--- src/rtl/cit_pkg.sv ---
package cit_pkg;
  // Default geometry of the timer
  localparam int unsigned CNT_W_DEF  = 16;
  localparam int unsigned DATA_W_DEF = 8;
  localparam int unsigned ADDR_W_DEF = 4;
  // Register indices: control, then the latch bytes upward from LATCH_BASE
  localparam logic [3:0] CTRL_IDX_DEF  = 4'hA;
  localparam logic [3:0] LATCH_IDX_DEF = 4'hB;
endpackage

--- src/rtl/cit_rst_sync.sv ---
module cit_rst_sync (
  input  logic clk_i,
  input  logic rst_ni,
  output logic rst_no
);
  logic [1:0] sync_q;

  always_ff @(posedge clk_i or negedge rst_ni) begin
    if (!rst_ni) sync_q <= 2'b00;
    else         sync_q <= {sync_q[0], 1'b1};
  end

  assign rst_no = sync_q[1];
endmodule

--- src/rtl/cit_decode.sv ---
module cit_decode #(
  parameter int unsigned ADDR_W    = 4,
  parameter int unsigned NB        = 2,
  parameter logic [ADDR_W-1:0] CTRL_IDX  = 4'hA,
  parameter logic [ADDR_W-1:0] LATCH_IDX = 4'hB
) (
  input  logic              wr_en_i,
  input  logic [ADDR_W-1:0] wr_addr_i,
  output logic              ctrl_wr_o,
  output logic [NB-1:0]     byte_wr_o
);
  assign ctrl_wr_o = wr_en_i && (wr_addr_i == CTRL_IDX);

  for (genvar i = 0; i < NB; i++) begin : g_byte
    assign byte_wr_o[i] = wr_en_i && (wr_addr_i == ADDR_W'(LATCH_IDX + i));
  end
endmodule

--- src/rtl/cit_latch.sv ---
module cit_latch #(
  parameter int unsigned DATA_W = 8,
  parameter int unsigned NB     = 2
) (
  input  logic                 clk_i,
  input  logic                 rst_ni,
  input  logic [NB-1:0]        byte_wr_i,
  input  logic [DATA_W-1:0]    data_i,
  output logic [NB*DATA_W-1:0] latch_o
);
  for (genvar i = 0; i < NB; i++) begin : g_lane
    logic [DATA_W-1:0] lane_q;
    logic [DATA_W-1:0] lane_d;

    always_comb begin
      lane_d = data_i;
    end

    always_ff @(posedge clk_i or negedge rst_ni) begin
      if (!rst_ni)           lane_q <= '0;
      else if (byte_wr_i[i]) lane_q <= lane_d;
    end

    assign latch_o[i*DATA_W +: DATA_W] = lane_q;
  end
endmodule

--- src/rtl/cit_counter.sv ---
module cit_counter #(
  parameter int unsigned CNT_W = 16
) (
  input  logic             clk_i,
  input  logic             rst_ni,
  input  logic             ctrl_wr_i,
  input  logic             ctrl_run_i,
  input  logic [CNT_W-1:0] reload_i,
  output logic [CNT_W-1:0] cnt_o,
  output logic             run_o,
  output logic             irq_o
);
  logic [CNT_W-1:0] cnt_q, cnt_d;
  logic             run_q, run_d;
  logic             irq_q, irq_d;
  logic             cnt_ce;
  logic             at_zero;

  assign at_zero = (cnt_q == '0);
  assign cnt_ce  = ctrl_wr_i | run_q;

  // Next-state
  always_comb begin
    cnt_d = cnt_q;
    run_d = run_q;
    irq_d = irq_q;
    if (ctrl_wr_i) begin
      cnt_d = reload_i;
      run_d = ctrl_run_i;
      irq_d = ctrl_run_i && (reload_i == '0);
    end else if (run_q) begin
      if (at_zero) begin
        cnt_d = '1;
        irq_d = 1'b1;
      end else begin
        cnt_d = cnt_q - CNT_W'(1);
      end
    end
  end

  // Registers
  always_ff @(posedge clk_i or negedge rst_ni) begin
    if (!rst_ni) begin
      cnt_q <= '0;
      run_q <= 1'b0;
      irq_q <= 1'b0;
    end else if (cnt_ce) begin
      cnt_q <= cnt_d;
      run_q <= run_d;
      irq_q <= irq_d;
    end
  end

  assign cnt_o = cnt_q;
  assign run_o = run_q;
  assign irq_o = irq_q;
endmodule

--- src/rtl/cyc_irq_timer.sv ---
module cyc_irq_timer
  import cit_pkg::*;
#(
  parameter int unsigned CNT_W  = CNT_W_DEF,
  parameter int unsigned DATA_W = DATA_W_DEF,
  parameter int unsigned ADDR_W = ADDR_W_DEF,
  parameter logic [ADDR_W-1:0] CTRL_IDX  = CTRL_IDX_DEF,
  parameter logic [ADDR_W-1:0] LATCH_IDX = LATCH_IDX_DEF
) (
  input  logic              clk_i,
  input  logic              rst_ni,
  input  logic              wr_en_i,
  input  logic [ADDR_W-1:0] wr_addr_i,
  input  logic [DATA_W-1:0] wr_data_i,
  output logic              irq_o
);
  localparam int unsigned NB = CNT_W / DATA_W;

  logic             rst_n_sync;
  logic             ctrl_wr;
  logic [NB-1:0]    byte_wr;
  logic [CNT_W-1:0] latch_q;
  logic [CNT_W-1:0] cnt_q;
  logic             run_q;

  cit_rst_sync u_rst (
    .clk_i  (clk_i),
    .rst_ni (rst_ni),
    .rst_no (rst_n_sync)
  );

  cit_decode #(
    .ADDR_W    (ADDR_W),
    .NB        (NB),
    .CTRL_IDX  (CTRL_IDX),
    .LATCH_IDX (LATCH_IDX)
  ) u_dec (
    .wr_en_i   (wr_en_i),
    .wr_addr_i (wr_addr_i),
    .ctrl_wr_o (ctrl_wr),
    .byte_wr_o (byte_wr)
  );

  cit_latch #(
    .DATA_W (DATA_W),
    .NB     (NB)
  ) u_latch (
    .clk_i     (clk_i),
    .rst_ni    (rst_n_sync),
    .byte_wr_i (byte_wr),
    .data_i    (wr_data_i),
    .latch_o   (latch_q)
  );

  cit_counter #(
    .CNT_W (CNT_W)
  ) u_cnt (
    .clk_i      (clk_i),
    .rst_ni     (rst_n_sync),
    .ctrl_wr_i  (ctrl_wr),
    .ctrl_run_i (wr_data_i[0]),
    .reload_i   (latch_q),
    .cnt_o      (cnt_q),
    .run_o      (run_q),
    .irq_o      (irq_o)
  );
endmodule

--- config.mk ---
export PLATFORM = sky130hd
export DESIGN_NAME = cyc_irq_timer
export DESIGN_NICKNAME = d
export VERILOG_FILES = /design/src/rtl/cit_pkg.sv /design/src/rtl/cit_rst_sync.sv /design/src/rtl/cit_decode.sv /design/src/rtl/cit_latch.sv /design/src/rtl/cit_counter.sv /design/src/rtl/cyc_irq_timer.sv
export SDC_FILE = /design/constraint.sdc
export NUM_CORES = 1
export LEC_CHECK = 0
export ABC_AREA = 1
export BUFFER_PORTS_ARGS = -buffer_cell sky130_fd_sc_hd__buf_4
export CORE_ASPECT_RATIO = 1.4
export CORE_MARGIN = 2
export CORE_UTILIZATION = 45
export CTS_CLUSTER_DIAMETER = 200
export DETAILED_ROUTE_END_ITERATION = 16
export PLACE_DENSITY_LB_ADDON = 0.08
export REMOVE_ABC_BUFFERS = 1
export SETUP_SLACK_MARGIN = 0.3
export SKIP_LAST_GASP = 1
export SLEW_MARGIN = 40
export SYNTH_ARGS = -nofsm -noshare
export SYNTH_HDL_FRONTEND = slang
export SYNTH_SLANG_ARGS = --single-unit
--- constraint.sdc ---
create_clock -name clk_i -period 1.5 [get_ports clk_i]
set_clock_uncertainty 0.15 [all_clocks]
set_input_delay 0 -clock clk_i [delete_from_list [all_inputs] [get_ports clk_i]]
set_output_delay 0 -clock clk_i [all_outputs]
set_load 0.05 [all_outputs]
==> qor.yml <==
dr.pass1.iters: 4
core_um2: 4463
die_h_um: 83.78
slew_viol_final: 0
crit_path_frequent_cell: "nand2_1"
ir_drop_mv: 0.8014
clk_path_buf_depth: 2
clock-root-buffer: "clkbuf_8"
cpMaxStageDelayCell: "dfrtp_1"
core.rowCount: 29
chipWidth_um: 60.99
power_density_nw_per_um2: 1703
cts_tree: "done"
setup_violations: 4
synth.cell_area_um2: 2046
ys_seq_area_share_pct: 44.04
fin_nets: 340
fmax_ghz: 0.6507
routedWlPerCell_um: 12.85
antennaDiodeCount: 0
critPathLaunchType: "flip-flop"
ios: 16
p_sw_share_pct: 40.76
antenna_found_initial: 0
numClockSinks: 36
routed-via-count: 1869
start_util_pct: 45.84
grt_pass1_wl_um: 8438
arrival_ns: 1.57
power_w: 0.004591
grt_overflow: 0
worst-path-max-fanout: 6
ys_warn_count: 0
status: "finished with violations"
viasPerCell: 4.842
p_leak_nw: 1.384
portBuffers: 15
postSynthCellCount: 273
critPathMaxStageDelay_ns: 0.40
area_delta_synth_final_pct: 31.80
power_frac_comb_pct: 46.4
ys_types: 28
ys_seq_elements: 36
period_share_pct: 102.4
clk_latency_ns: 0.29
place_area_um2: 2330
rsz0062_at_grt: "yes"
drc: 0
hold_path.class: "reg -> async"
final_common_cell: "nand2_1"
fin_ws_ns: -0.03674
mostFrequentLayoutCells: "79 x nand2_1, 38 x buf_4, 36 x dfrtp_1"
die-area_um2: 5109
drive_above_1_share_pct: 27.16
gp_congestion: 0.8310
criticalPathCategory: "reg -> reg"
avgSynthCellArea_um2: 7.493
p_switching_w: 0.001872
period_needed_ns: 1.537
violations: "negative setup slack"
crit_chain: "inv_2 -> ha_4 -> nand2_4 -> nor2_4 -> nand2_1 -> nand2_1 -> nand2_1 -> o21bai_1 -> nand2_1"
grt_use_total_pct: 21.71
n_fill_cell: 432
hpwlAfterDp_um: 3515
clk_pin_slew_worst_paths_ns: 0.08
hold_viol: 0
clkPwrFrac_pct: 18.8
drt_iter0_markers: 105
critPathRequiredTime_ns: 1.53
cts_made_buffers: 5
h-tree-depth: 2
ant_nets: 0
grt_pass1_vias: 1821
drv_cap: 0
final_core_util_pct: 60.41
p_seq_share_pct: 34.9
design_area_um2: 2696
end_kind: "flip-flop"
power.internal_w: 0.002720
grt_max_degree: 26
wl_um: 4960
through the flow:
| step | instances | setup WS (ns) | setup TNS (ns) | hold WS, ns |
|---|---|---|---|---|
| after detailed placement | 363 | -0.08224 | -0.4640 | -0.3656 |
| after CTS | 383 | -0.009489 | -0.01263 | 0.03947 |
| final | 386 | -0.03674 | -0.07618 | 0.03357 |
| after global routing | 386 | -0.1041 | -0.8964 | 0.05636 |
| after global placement | 363 | -0.03871 | -0.1507 | -0.3669 |
| after floorplan | 267 | 0.01155 | 0 | -0.4456 |
cell type report:
| cell class | count | area [um^2] | share of cell area, % |
|---|---|---|---|
| Clock buffer | 5 | 68.82 | 2.552 |
| Clock inverter | 3 | 42.54 | 1.578 |
| Inverter | 31 | 121.4 | 4.501 |
| Multi-Input combinational cell | 201 | 1100 | 40.79 |
| Sequential cell | 36 | 900.9 | 33.41 |
| Tap cell | 62 | 77.57 | 2.877 |
| Timing Repair Buffer | 48 | 385.4 | 14.29 |
state kept, by name (all words and copies together), names as in the netlist:
| signal | cells |
|---|---|
| u_cnt.cnt_o | 16 |
| u_cnt.irq_o | 1 |
| u_cnt.run_o | 1 |
| u_latch.g_lane.lane_q | 16 |
| u_rst.sync_q | 2 |
cell usage after synthesis:
| cell | instances | area (um^2) |
|---|---|---|
| o211ai_1 | 1 | 7.510 |
| ha_1 | 2 | 25.02 |
| inv_4 | 1 | 6.260 |
| a21oi_2 | 1 | 8.760 |
| nand2_4 | 3 | 33.78 |
| dfrtp_1 | 36 | 900.9 |
| nand3_1 | 9 | 45.04 |
| o21ai_0 | 29 | 145.1 |
| clkbuf_1 | 2 | 7.510 |
| nor2_1 | 32 | 120.1 |
| nand4_1 | 2 | 12.51 |
| buf_6 | 3 | 33.78 |
| a21oi_4 | 1 | 16.27 |
| nor2_2 | 2 | 12.51 |
| o21ai_1 | 5 | 25.02 |
| o22ai_1 | 4 | 25.02 |
| xor2_1 | 4 | 35.03 |
| conb_1 | 1 | 3.750 |
| xnor2_1 | 1 | 8.760 |
| buf_4 | 1 | 7.510 |
| nand2_1 | 85 | 319.1 |
| inv_2 | 2 | 7.510 |
| inv_1 | 28 | 105.1 |
| nor3_1 | 4 | 20.02 |
| nand2_2 | 2 | 12.51 |
| nor2_4 | 3 | 33.78 |
| nand3b_1 | 5 | 37.54 |
| o21bai_1 | 4 | 30.03 |
critical path, delay by kind of cell (launching register included):
kind / cells / cell delay (ns)
adder cells (fa/ha/maj): 1 / 0.17
AO/OA/AOI/OAI: 1 / 0.13
buffers and inverters: 1 / 0.13
AND/OR/NAND/NOR: 6 / 0.46
flip-flops: 1 / 0.40
power by group through the flow:
| stage | logic, W | registers (W) | clock network [W] |
|---|---|---|---|
| finish | 0.00213 | 0.00160 | 0.000861 |
| global route | 0.00238 | 0.00164 | 0.000926 |
| CTS | 0.00197 | 0.00159 | 0.000878 |
| detailed placement | 0.00174 | 0.00158 | 0 |
| global placement | 0.00173 | 0.00157 | 0 |
| floorplan | 0.00111 | 0.00157 | 0 |
metal layers:
layer / vias to the layer above / track usage (%) / wire (um)
li1: 960 / - / -
met1: 864 / 27.83 / 2096
met2: 41 / 36.75 / 2633
met3: 4 / 3.721 / 178
met4: 0 / 5.731 / 52
met5: - / 0 / 0
logic make-up after synthesis:
group	count (synthesis)	share of synthesized area, %
AOI/OAI and AO/OA	45	12.60
xor gates and xnor gates	5	2.141
adders and majority gates	2	1.223
buffers and inverters	37	8.196
DFF	36	44.04
other	1	0.1833
and+or+nand+nor	147	31.62
repair_timing:
item                                   CTS  global route
gates cloned                             1             0
hold buffers                            10             0
setup buffers                            1             3
setup endpoints to repair               17            18
resized for setup                       22            14
pin swaps                               18             7
endpoints found under the hold margin   19             0
final timing paths:
path | startpoint | endpoint | slack, ns | cells past startpoint
min reg2reg | u_rst.sync_q[1] | u_latch.g_lane[1].lane_q[3] | 0.03 | 1
min in group clk_i | wr_addr_i[1] | u_latch.g_lane[1].lane_q[1] | 0.05 | 5
min | u_rst.sync_q[1] | u_latch.g_lane[1].lane_q[3] | 0.03 | 1
max | u_cnt.cnt_o[0] | u_cnt.cnt_o[10] | -0.04 | 9
max reg2reg | u_cnt.cnt_o[0] | u_cnt.cnt_o[10] | -0.04 | 9
max in group asynchronous | rst_ni | u_rst.sync_q[0] | 0.67 | 3
(Power assumes the default switching activity.)
